[src/rtl/fhc_pkg.sv]
package fhc_pkg;
    localparam int unsigned CH_DEFAULT = 64;
    localparam int unsigned FT_DEFAULT = 3;

    typedef enum logic {
        ST_IDLE = 1'b0,
        ST_HELD = 1'b1
    } cap_state_e;
endpackage

[src/rtl/fhc_sync.sv]
module fhc_sync #(
    parameter int unsigned N_CH = 64
) (
    input  logic            clk_i,
    input  logic            rst_ni,
    input  logic [N_CH-1:0] hit_i,
    output logic [N_CH-1:0] rise_o
);
    typedef struct packed {
        logic [N_CH-1:0] s1;
        logic [N_CH-1:0] s2;
        logic [N_CH-1:0] s3;
    } sync_t;

    sync_t q, d;

    always_comb begin
        d    = q;
        d.s1 = hit_i;
        d.s2 = q.s1;
        d.s3 = q.s2;
    end

    always_ff @(posedge clk_i or negedge rst_ni) begin
        if (!rst_ni) q <= '0;
        else         q <= d;
    end

    assign rise_o = q.s2 & ~q.s3;

    // A reported edge must trace back to an input high two edges earlier
    p_rise_src_r2: assert property (@(posedge clk_i) disable iff (!rst_ni)
        ((rise_o & ~$past(hit_i, 2)) == '0));

    // A held level cannot report an edge two ticks running
    p_rise_once_r7: assert property (@(posedge clk_i) disable iff (!rst_ni)
        ((rise_o & $past(rise_o)) == '0));
endmodule

[src/rtl/fhc_pick.sv]
module fhc_pick #(
    parameter int unsigned N_CH   = 64,
    parameter int unsigned ADDR_W = $clog2(N_CH)
) (
    input  logic              clk_i,
    input  logic              rst_ni,
    input  logic [N_CH-1:0]   req_i,
    output logic              any_o,
    output logic [ADDR_W-1:0] addr_o
);
    logic [N_CH-1:0] grant;

    always_comb begin
        grant  = '0;
        addr_o = '0;
        for (int i = N_CH - 1; i >= 0; i--) begin
            if (req_i[i]) begin
                grant    = '0;
                grant[i] = 1'b1;
                addr_o   = ADDR_W'(i);
            end
        end
    end

    assign any_o = |req_i;

    p_grant_onehot_r4: assert property (@(posedge clk_i) disable iff (!rst_ni)
        $onehot0(grant));

    p_grant_lowest_r4: assert property (@(posedge clk_i) disable iff (!rst_ni)
        (grant != '0) |-> ((req_i & (grant - 1'b1)) == '0));

    p_grant_valid_r4: assert property (@(posedge clk_i) disable iff (!rst_ni)
        any_o |-> ((grant & req_i) == grant) && (grant != '0));
endmodule

[src/rtl/fhc_capture.sv]
module fhc_capture
    import fhc_pkg::*;
#(
    parameter int unsigned ADDR_W = 6,
    parameter int unsigned FT_W   = 3,
    localparam int unsigned WORD_W = 1 + ADDR_W + FT_W
) (
    input  logic              clk_i,
    input  logic              rst_ni,
    input  logic              bx_i,
    input  logic              any_i,
    input  logic [ADDR_W-1:0] addr_i,
    output logic [WORD_W-1:0] word_o
);
    typedef struct packed {
        cap_state_e        st;
        logic [ADDR_W-1:0] addr;
        logic [FT_W-1:0]   cnt;
        logic [WORD_W-1:0] word;
    } cap_t;

    cap_t q, d;

    always_comb begin
        d = q;
        if (bx_i) begin
            d.word = (q.st == ST_HELD) ? {1'b1, q.addr, q.cnt} : '0;
            if (any_i) begin
                d.st   = ST_HELD;
                d.addr = addr_i;
            end else begin
                d.st   = ST_IDLE;
                d.addr = '0;
            end
            d.cnt = '0;
        end else if (q.st == ST_IDLE) begin
            if (any_i) begin
                d.st   = ST_HELD;
                d.addr = addr_i;
                d.cnt  = '0;
            end
        end else if (q.cnt != '1) begin
            d.cnt = q.cnt + 1'b1;
        end
    end

    always_ff @(posedge clk_i or negedge rst_ni) begin
        if (!rst_ni) q <= '{st: ST_IDLE, addr: '0, cnt: '0, word: '0};
        else         q <= d;
    end

    assign word_o = q.word;

    p_hold_word_r6: assert property (@(posedge clk_i) disable iff (!rst_ni)
        !bx_i |=> $stable(word_o));

    p_empty_zero_r6: assert property (@(posedge clk_i) disable iff (!rst_ni)
        !word_o[WORD_W-1] |-> (word_o == '0));

    p_addr_frozen_r3: assert property (@(posedge clk_i) disable iff (!rst_ni)
        (q.st == ST_HELD && !bx_i) |=> $stable(q.addr) && (q.st == ST_HELD));

    p_fine_start_r5: assert property (@(posedge clk_i) disable iff (!rst_ni)
        (q.st == ST_IDLE && any_i) |=> (q.cnt == '0) && (q.st == ST_HELD));

    p_fine_sat_r5: assert property (@(posedge clk_i) disable iff (!rst_ni)
        (q.st == ST_HELD && !bx_i && q.cnt == '1) |=> (q.cnt == '1));

    p_rearm_r8: assert property (@(posedge clk_i) disable iff (!rst_ni)
        (bx_i && !any_i) |=> (q.st == ST_IDLE));
endmodule

[src/rtl/first_hit_capture.sv]
module first_hit_capture
    import fhc_pkg::*;
#(
    parameter int unsigned N_CH = CH_DEFAULT,
    parameter int unsigned FT_W = FT_DEFAULT,
    localparam int unsigned ADDR_W = $clog2(N_CH),
    localparam int unsigned WORD_W = 1 + ADDR_W + FT_W
) (
    input  logic              clk_i,
    input  logic              rst_ni,
    input  logic              bx_i,
    input  logic [N_CH-1:0]   hit_i,
    output logic [WORD_W-1:0] word_o
);
    logic [N_CH-1:0]   rise;
    logic              any;
    logic [ADDR_W-1:0] addr;

    fhc_sync #(.N_CH(N_CH)) sync_i (
        .clk_i  (clk_i),
        .rst_ni (rst_ni),
        .hit_i  (hit_i),
        .rise_o (rise)
    );

    fhc_pick #(.N_CH(N_CH), .ADDR_W(ADDR_W)) pick_i (
        .clk_i  (clk_i),
        .rst_ni (rst_ni),
        .req_i  (rise),
        .any_o  (any),
        .addr_o (addr)
    );

    fhc_capture #(.ADDR_W(ADDR_W), .FT_W(FT_W)) cap_i (
        .clk_i  (clk_i),
        .rst_ni (rst_ni),
        .bx_i   (bx_i),
        .any_i  (any),
        .addr_i (addr),
        .word_o (word_o)
    );
endmodule

[config.mk]
export PLATFORM = sky130hd
export DESIGN_NAME = first_hit_capture
export DESIGN_NICKNAME = d
export VERILOG_FILES = /design/src/rtl/fhc_pkg.sv /design/src/rtl/fhc_sync.sv /design/src/rtl/fhc_pick.sv /design/src/rtl/fhc_capture.sv /design/src/rtl/first_hit_capture.sv
export SDC_FILE = /design/constraint.sdc
export NUM_CORES = 1
export LEC_CHECK = 0
export BUFFER_PORTS_ARGS = -buffer_cell sky130_fd_sc_hd__buf_2
export CORE_ASPECT_RATIO = 1.25
export CORE_MARGIN = 10
export CORE_UTILIZATION = 35
export DETAILED_ROUTE_END_ITERATION = 16
export GPL_ROUTABILITY_DRIVEN = 0
export PLACE_DENSITY = 0.53
export REMOVE_ABC_BUFFERS = 1
export SLEW_MARGIN = 20
export SYNTH_ARGS = -nofsm -noshare
export SYNTH_HDL_FRONTEND = slang
export SYNTH_HIERARCHICAL = 1
export SYNTH_SLANG_ARGS = --single-unit
export TNS_END_PERCENT = 1
[constraint.sdc]
create_clock -name clk_i -period 4.23 [get_ports clk_i]
set_input_delay 0.423 -clock clk_i [delete_from_list [all_inputs] [get_ports clk_i]]
set_output_delay 0.423 -clock clk_i [all_outputs]
set_load 0.005 [all_outputs]
* Word level (Yosys, flattened, before mapping)
Index checks and enable logic that the tools add are counted.
W data, S select, Z words.
** Storage, ports and cells
- Register bits :: 212
- Input port bits :: 67
- Output and inout bits :: 10
- Logic and storage cells :: 89
** Operators by class
- Add/subtract/negate cells :: 1
- Equality and inequality tests :: 3
- Multiplexer cells :: 71
- Bitwise logic cells :: 2
- Reduce and logical (&&, ||, !) cells :: 5
** Operator list (count)
- $mux W6 :: 64
- $and A64 B64 Y64 :: 1
- $not A64 Y64 :: 1
- $reduce_or A64 Y1 :: 1
- $mux W10 :: 3
- $mux W7 :: 2
- $mux W3 :: 2
- $ne A3 B3 Y1 const B :: 2
- $reduce_and A2 Y1 :: 2
- $add A3 B1 Y3 const B :: 1
- $reduce_bool A3 Y1 :: 1
- $ne A2 B2 Y1 const B :: 1
- $reduce_bool A2 Y1 :: 1

* Logic depth before layout (Yosys ltp)
- Depth in word-level cells :: 69
- Depth in mapped cells :: 9
- Mapped depth without buffers :: 9

* Modules after synthesis
Netlist, hierarchy kept.
** Modules (own cells, without submodules)
- fhc_sync :: instances 1, cells each 256, area an instance 5685.5 um^2, seq. area each 4804.6 um^2
- fhc_capture :: instances 1, cells each 87, area an instance 914.6 um^2, seq. area each 500.5 um^2
- fhc_pick :: instances 1, cells each 145, area an instance 887.1 um^2, seq. area each 0.0 um^2

* Worst setup path before layout
OpenSTA, ideal clock, no wires.
- Kind :: register to register
- Start point :: reg sync_i.q (netlist bit sync_i/d[62])
- End point :: reg cap_i/q[15] (netlist name)
- Library setup time :: 121 ps
- Arrival :: 2127 ps
- Required time :: 4109 ps
- Setup slack :: 1982 ps
- Cell stages (with the launch flop) :: 10
- Buffers on the path :: 1
- Clock period less this slack :: 2248 ps
- Path through :: dfrtp_1 > nor2b_4 > or4_4 > nor4b_4 > nand3_2 > nor2_2 > nand3b_1 > and2_4 > buf_6 > a22o_1
** On the way
- Elaborated cells on any way between the ends :: 71
- Those cells by class :: mux (67); bitwise (1); reduce/logical (3)
** RTL lines
- from (decl) :: line fhc_sync.sv:15 : sync_t q, d;
- from (signal assigned) :: line fhc_sync.sv:25 : if (!rst_ni) q <= '0;
- from (signal assigned) :: line fhc_sync.sv:26 : else q <= d;
- $and A64 B64 Y64 * :: line fhc_sync.sv:29 : assign rise_o = q.s2 & ~q.s3;
- net rise[62] :: line first_hit_capture.sv:15 : logic [N_CH-1:0] rise;
- $reduce_or A64 Y1 * :: line fhc_pick.sv:25 : assign any_o = |req_i;
- net any :: line first_hit_capture.sv:16 : logic any;
- $mux W7 or $reduce_bool A2 Y1 (tied branches)
- $mux W10 or $reduce_and A2 Y1 (tied branches)
- to (signal assigned) :: line fhc_capture.sv:48 : if (!rst_ni) q <= '{st: ST_IDLE, addr: '0, cnt: '0, word: '0};
- to (decl) :: line fhc_capture.sv:22 : cap_t q, d;
Mark *: on every way through the listed nets, which the timed path passes. The rest lies on a longest branch. The select of a mux whose other input is x is not followed.
A chain may end at the register's enable or synchronous reset.

* Worst setup path in the final report
- Start point :: reg sync_i.q (netlist bit sync_i/d[62])
- End point :: reg cap_i/q[18] (netlist name)
Same word-level chain as after synthesis.

==> flow_metrics.tcl <==
set metrics [dict create \
    status "completed" \
    routed_wl_mm 12.7 \
    synth_cell_type_count 53 \
    criticalPathCategory "flip-flop to flip-flop" \
    route.detailed.drc 0 \
    routedWlPerCell_um 14.7 \
    final-hold-violation-count 0 \
    fin_crit_ps 2440 \
    startpoint_type "flip-flop" \
    worst_slew_pin_slew_ps 933 \
    dp_hpwl_mm 8.91 \
    maxSlewHeadroom_pct 37.8 \
    pin_count 77 \
    buffer_ports.inserted 76 \
    n_antenna_cell 0 \
    cts.htree.levels 1 \
    start_util_pct 35.7 \
    die_width_um 151 \
    holdWs_ps 28.6 \
    endpoint_kind "flip-flop" \
    cts_sinks 212 \
    final_cell_mix "212 x dfrtp_1, 75 x buf_2, 64 x nor2b_4" \
    fin_crit_sh_pct 57.7 \
    die_height_um 184 \
    hold_class "input pin to async pin" \
    drive_above_1_share_pct 31.8 \
    ctsRootBufferMaster "clkbuf_16" \
    fp-row-count 59 \
    cts_made_buffers 22 \
    antenna_found_initial 0 \
    ctsHoldBuffers 0 \
    yosysSeqAreaShare_pct 70.9 \
    ff2ff_path_depth 8 \
    setup_viol 0 \
    drtAntennaViolNets 0 \
    final_common_cell "dfrtp_1" \
    slew_viol_final 0 \
    final_nets 645 \
    finalSetupTns_ps 0 \
    fmax_ghz 0.410 \
    area_delta_synth_final_pct 19.5 \
    postSynthCellCount 488 \
    power.density_nw_per_um2 508 \
    dieArea_um2 27700 \
    reg2reg_to "cap_i/q[18]$_DFFE_PN0P_" \
    crit_required_ps 4650 \
    firstDrtPassIters 4 \
    syn_avg_cell_area_um2 15.3 \
    grt_max_degree 130 \
    drt_iter0_drc 165 \
    synth_seq_cells 212 \
    leakage_nw 4.05 \
    viasPerCell 4.36 \
    rsz0062_at_grt "false" \
    cts-resized-gates 0 \
    grt.overflow.total 0 \
    max-vdd-ir-drop_mv 0.447 \
    core-area_um2 21000 \
    final_util_pct 42.7 \
    r2r_start "sync_i/d[62]$_DFF_PN0_" \
    fin_skew_ps 8.86 \
    vias 3776 \
    grt_usage_pct 9.45 \
    grt_pass1_vias 4200 \
    yosys_warnings 6 \
    clockBufferDepth 3 \
    post_cts_buffers 0 \
    grt_pass1_wl_mm 21.5 \
    worstPathMaxFanout 6 \
    fillers 1946 \
    clkSlewWorstSetupHoldPaths_ps 60 \
    synthesis.area_um2 7490 \
    insertion_delay_ps 490 \
    maxCapViolCount 0 \
    r2r_slack_ps 1790 \
    cp.arrival_ps 2860 \
    cts_tree "done" \
]
## report_power, final
| group | internal, mW | switching [mW] |
|---|---|---|
| logic | 0.130 | 0.138 |
| registers | 2.14 | 0.0614 |
| clock network | 1.32 | 0.758 |
## cell type report
| type | instances | area (um^2) | area share (%) |
|---|---|---|---|
| inverter | 20 | 75.1 | 0.839 |
| clock buffer | 29 | 608 | 6.80 |
| timing repair buffer | 77 | 410 | 4.59 |
| tap | 274 | 343 | 3.83 |
| multi-input combinational | 243 | 2010 | 22.5 |
| sequential | 212 | 5310 | 59.3 |
| clock inverter | 11 | 191 | 2.14 |
## stage by stage
stage                     worst slack, ps  instance area [um^2]  instances  power [mW]
after floorplan                      2070                  7390        475        2.38
after global placement               1880                  8140        826        2.50
after detailed placement             1810                  8140        826        2.51
after CTS                            1790                  8940        866        4.62
after global routing                 1590                  8940        866        4.75
final                                1790                  8940        866        4.55
## critical path, stage by stage (launching register included)
cell      delay [ps]
dfrtp_1          370
nor2b_4          130
or4_4            540
nor4b_4          330
nand3_2          140
nor2_2           150
nand3b_1         190
a21oi_2          310
a22o_1           210
## worst max-delay path by stage
stage	startpoint	to	slack [ps]	depth (start not counted)
global placement	sync_i/d[62]$_DFF_PN0_	cap_i/q[13]$_DFFE_PN0P_	1880	8
finish	sync_i/d[62]$_DFF_PN0_	cap_i/q[18]$_DFFE_PN0P_	1790	8
detailed placement	sync_i/d[62]$_DFF_PN0_	cap_i/q[17]$_DFFE_PN0P_	1810	8
global route	sync_i/d[62]$_DFF_PN0_	cap_i/q[18]$_DFFE_PN0P_	1590	8
floorplan	sync_i/d[62]$_DFF_PN0_	cap_i/q[15]$_DFFE_PN0P_	2070	8
CTS	sync_i/d[62]$_DFF_PN0_	cap_i/q[18]$_DFFE_PN0P_	1790	8
## flip-flops by register name, indices dropped and copies added, names as in the netlist
name	count
cap_i/q	10
sync_i/d	128
sync_i/q	64
cap_i/word_o	10
## logic make-up (layout without fill, tap and decap cells)
| family | after synthesis | in the layout | synth area share [%] |
|---|---|---|---|
| AOI/OAI and AO/OA | 66 | 66 | 5.93 |
| adders and majority gates | 2 | 2 | 0.334 |
| buffers and inverters | 33 | 137 | 2.27 |
| DFF | 212 | 212 | 70.9 |
| muxes | 2 | 2 | 0.284 |
| and+or+nand+nor | 173 | 173 | 20.3 |
## Yosys cell counts (all sizes together)
master / number / area [um^2]
a2111oi: 1 / 8.76
a211oi: 2 / 15.0
a21boi: 3 / 22.5
a21oi: 13 / 68.8
a221oi: 1 / 8.76
a22o: 6 / 52.6
a31oi: 2 / 12.5
and2: 3 / 21.3
and3: 1 / 6.26
buf: 12 / 91.3
clkbuf: 1 / 3.75
dfrtp: 212 / 5310
ha: 2 / 25.0
inv: 20 / 75.1
mux2: 1 / 11.3
mux2i: 1 / 10.0
nand2: 18 / 67.6
nand2b: 8 / 57.6
nand3: 10 / 55.1
nand3b: 2 / 15.0
nor2: 21 / 81.3
nor2b: 69 / 915
nor3: 12 / 60.1
nor4: 18 / 143
nor4b: 1 / 23.8
o2111ai: 1 / 8.76
o211a: 1 / 10.0
o211ai: 4 / 30.0
o21a: 3 / 22.5
o21ai: 17 / 85.1
o21bai: 3 / 22.5
o311a: 1 / 10.0
o311ai: 3 / 26.3
o31a: 1 / 8.76
o31ai: 3 / 22.5
o41ai: 1 / 8.76
or2: 2 / 12.5
or3: 3 / 18.8
or4: 5 / 45.0
## per-layer routing
metal	share of wire [%]	vias up	global-route usage, %	wire, um
li1	-	1826	-	-
met1	44	1841	12.1	5590
met2	49	86	15.3	6240
met3	4.8	23	2.44	609
met4	2.0	0	3.01	256
met5	0	-	0	0
Note: power is estimated with default switching activity, not from simulation.
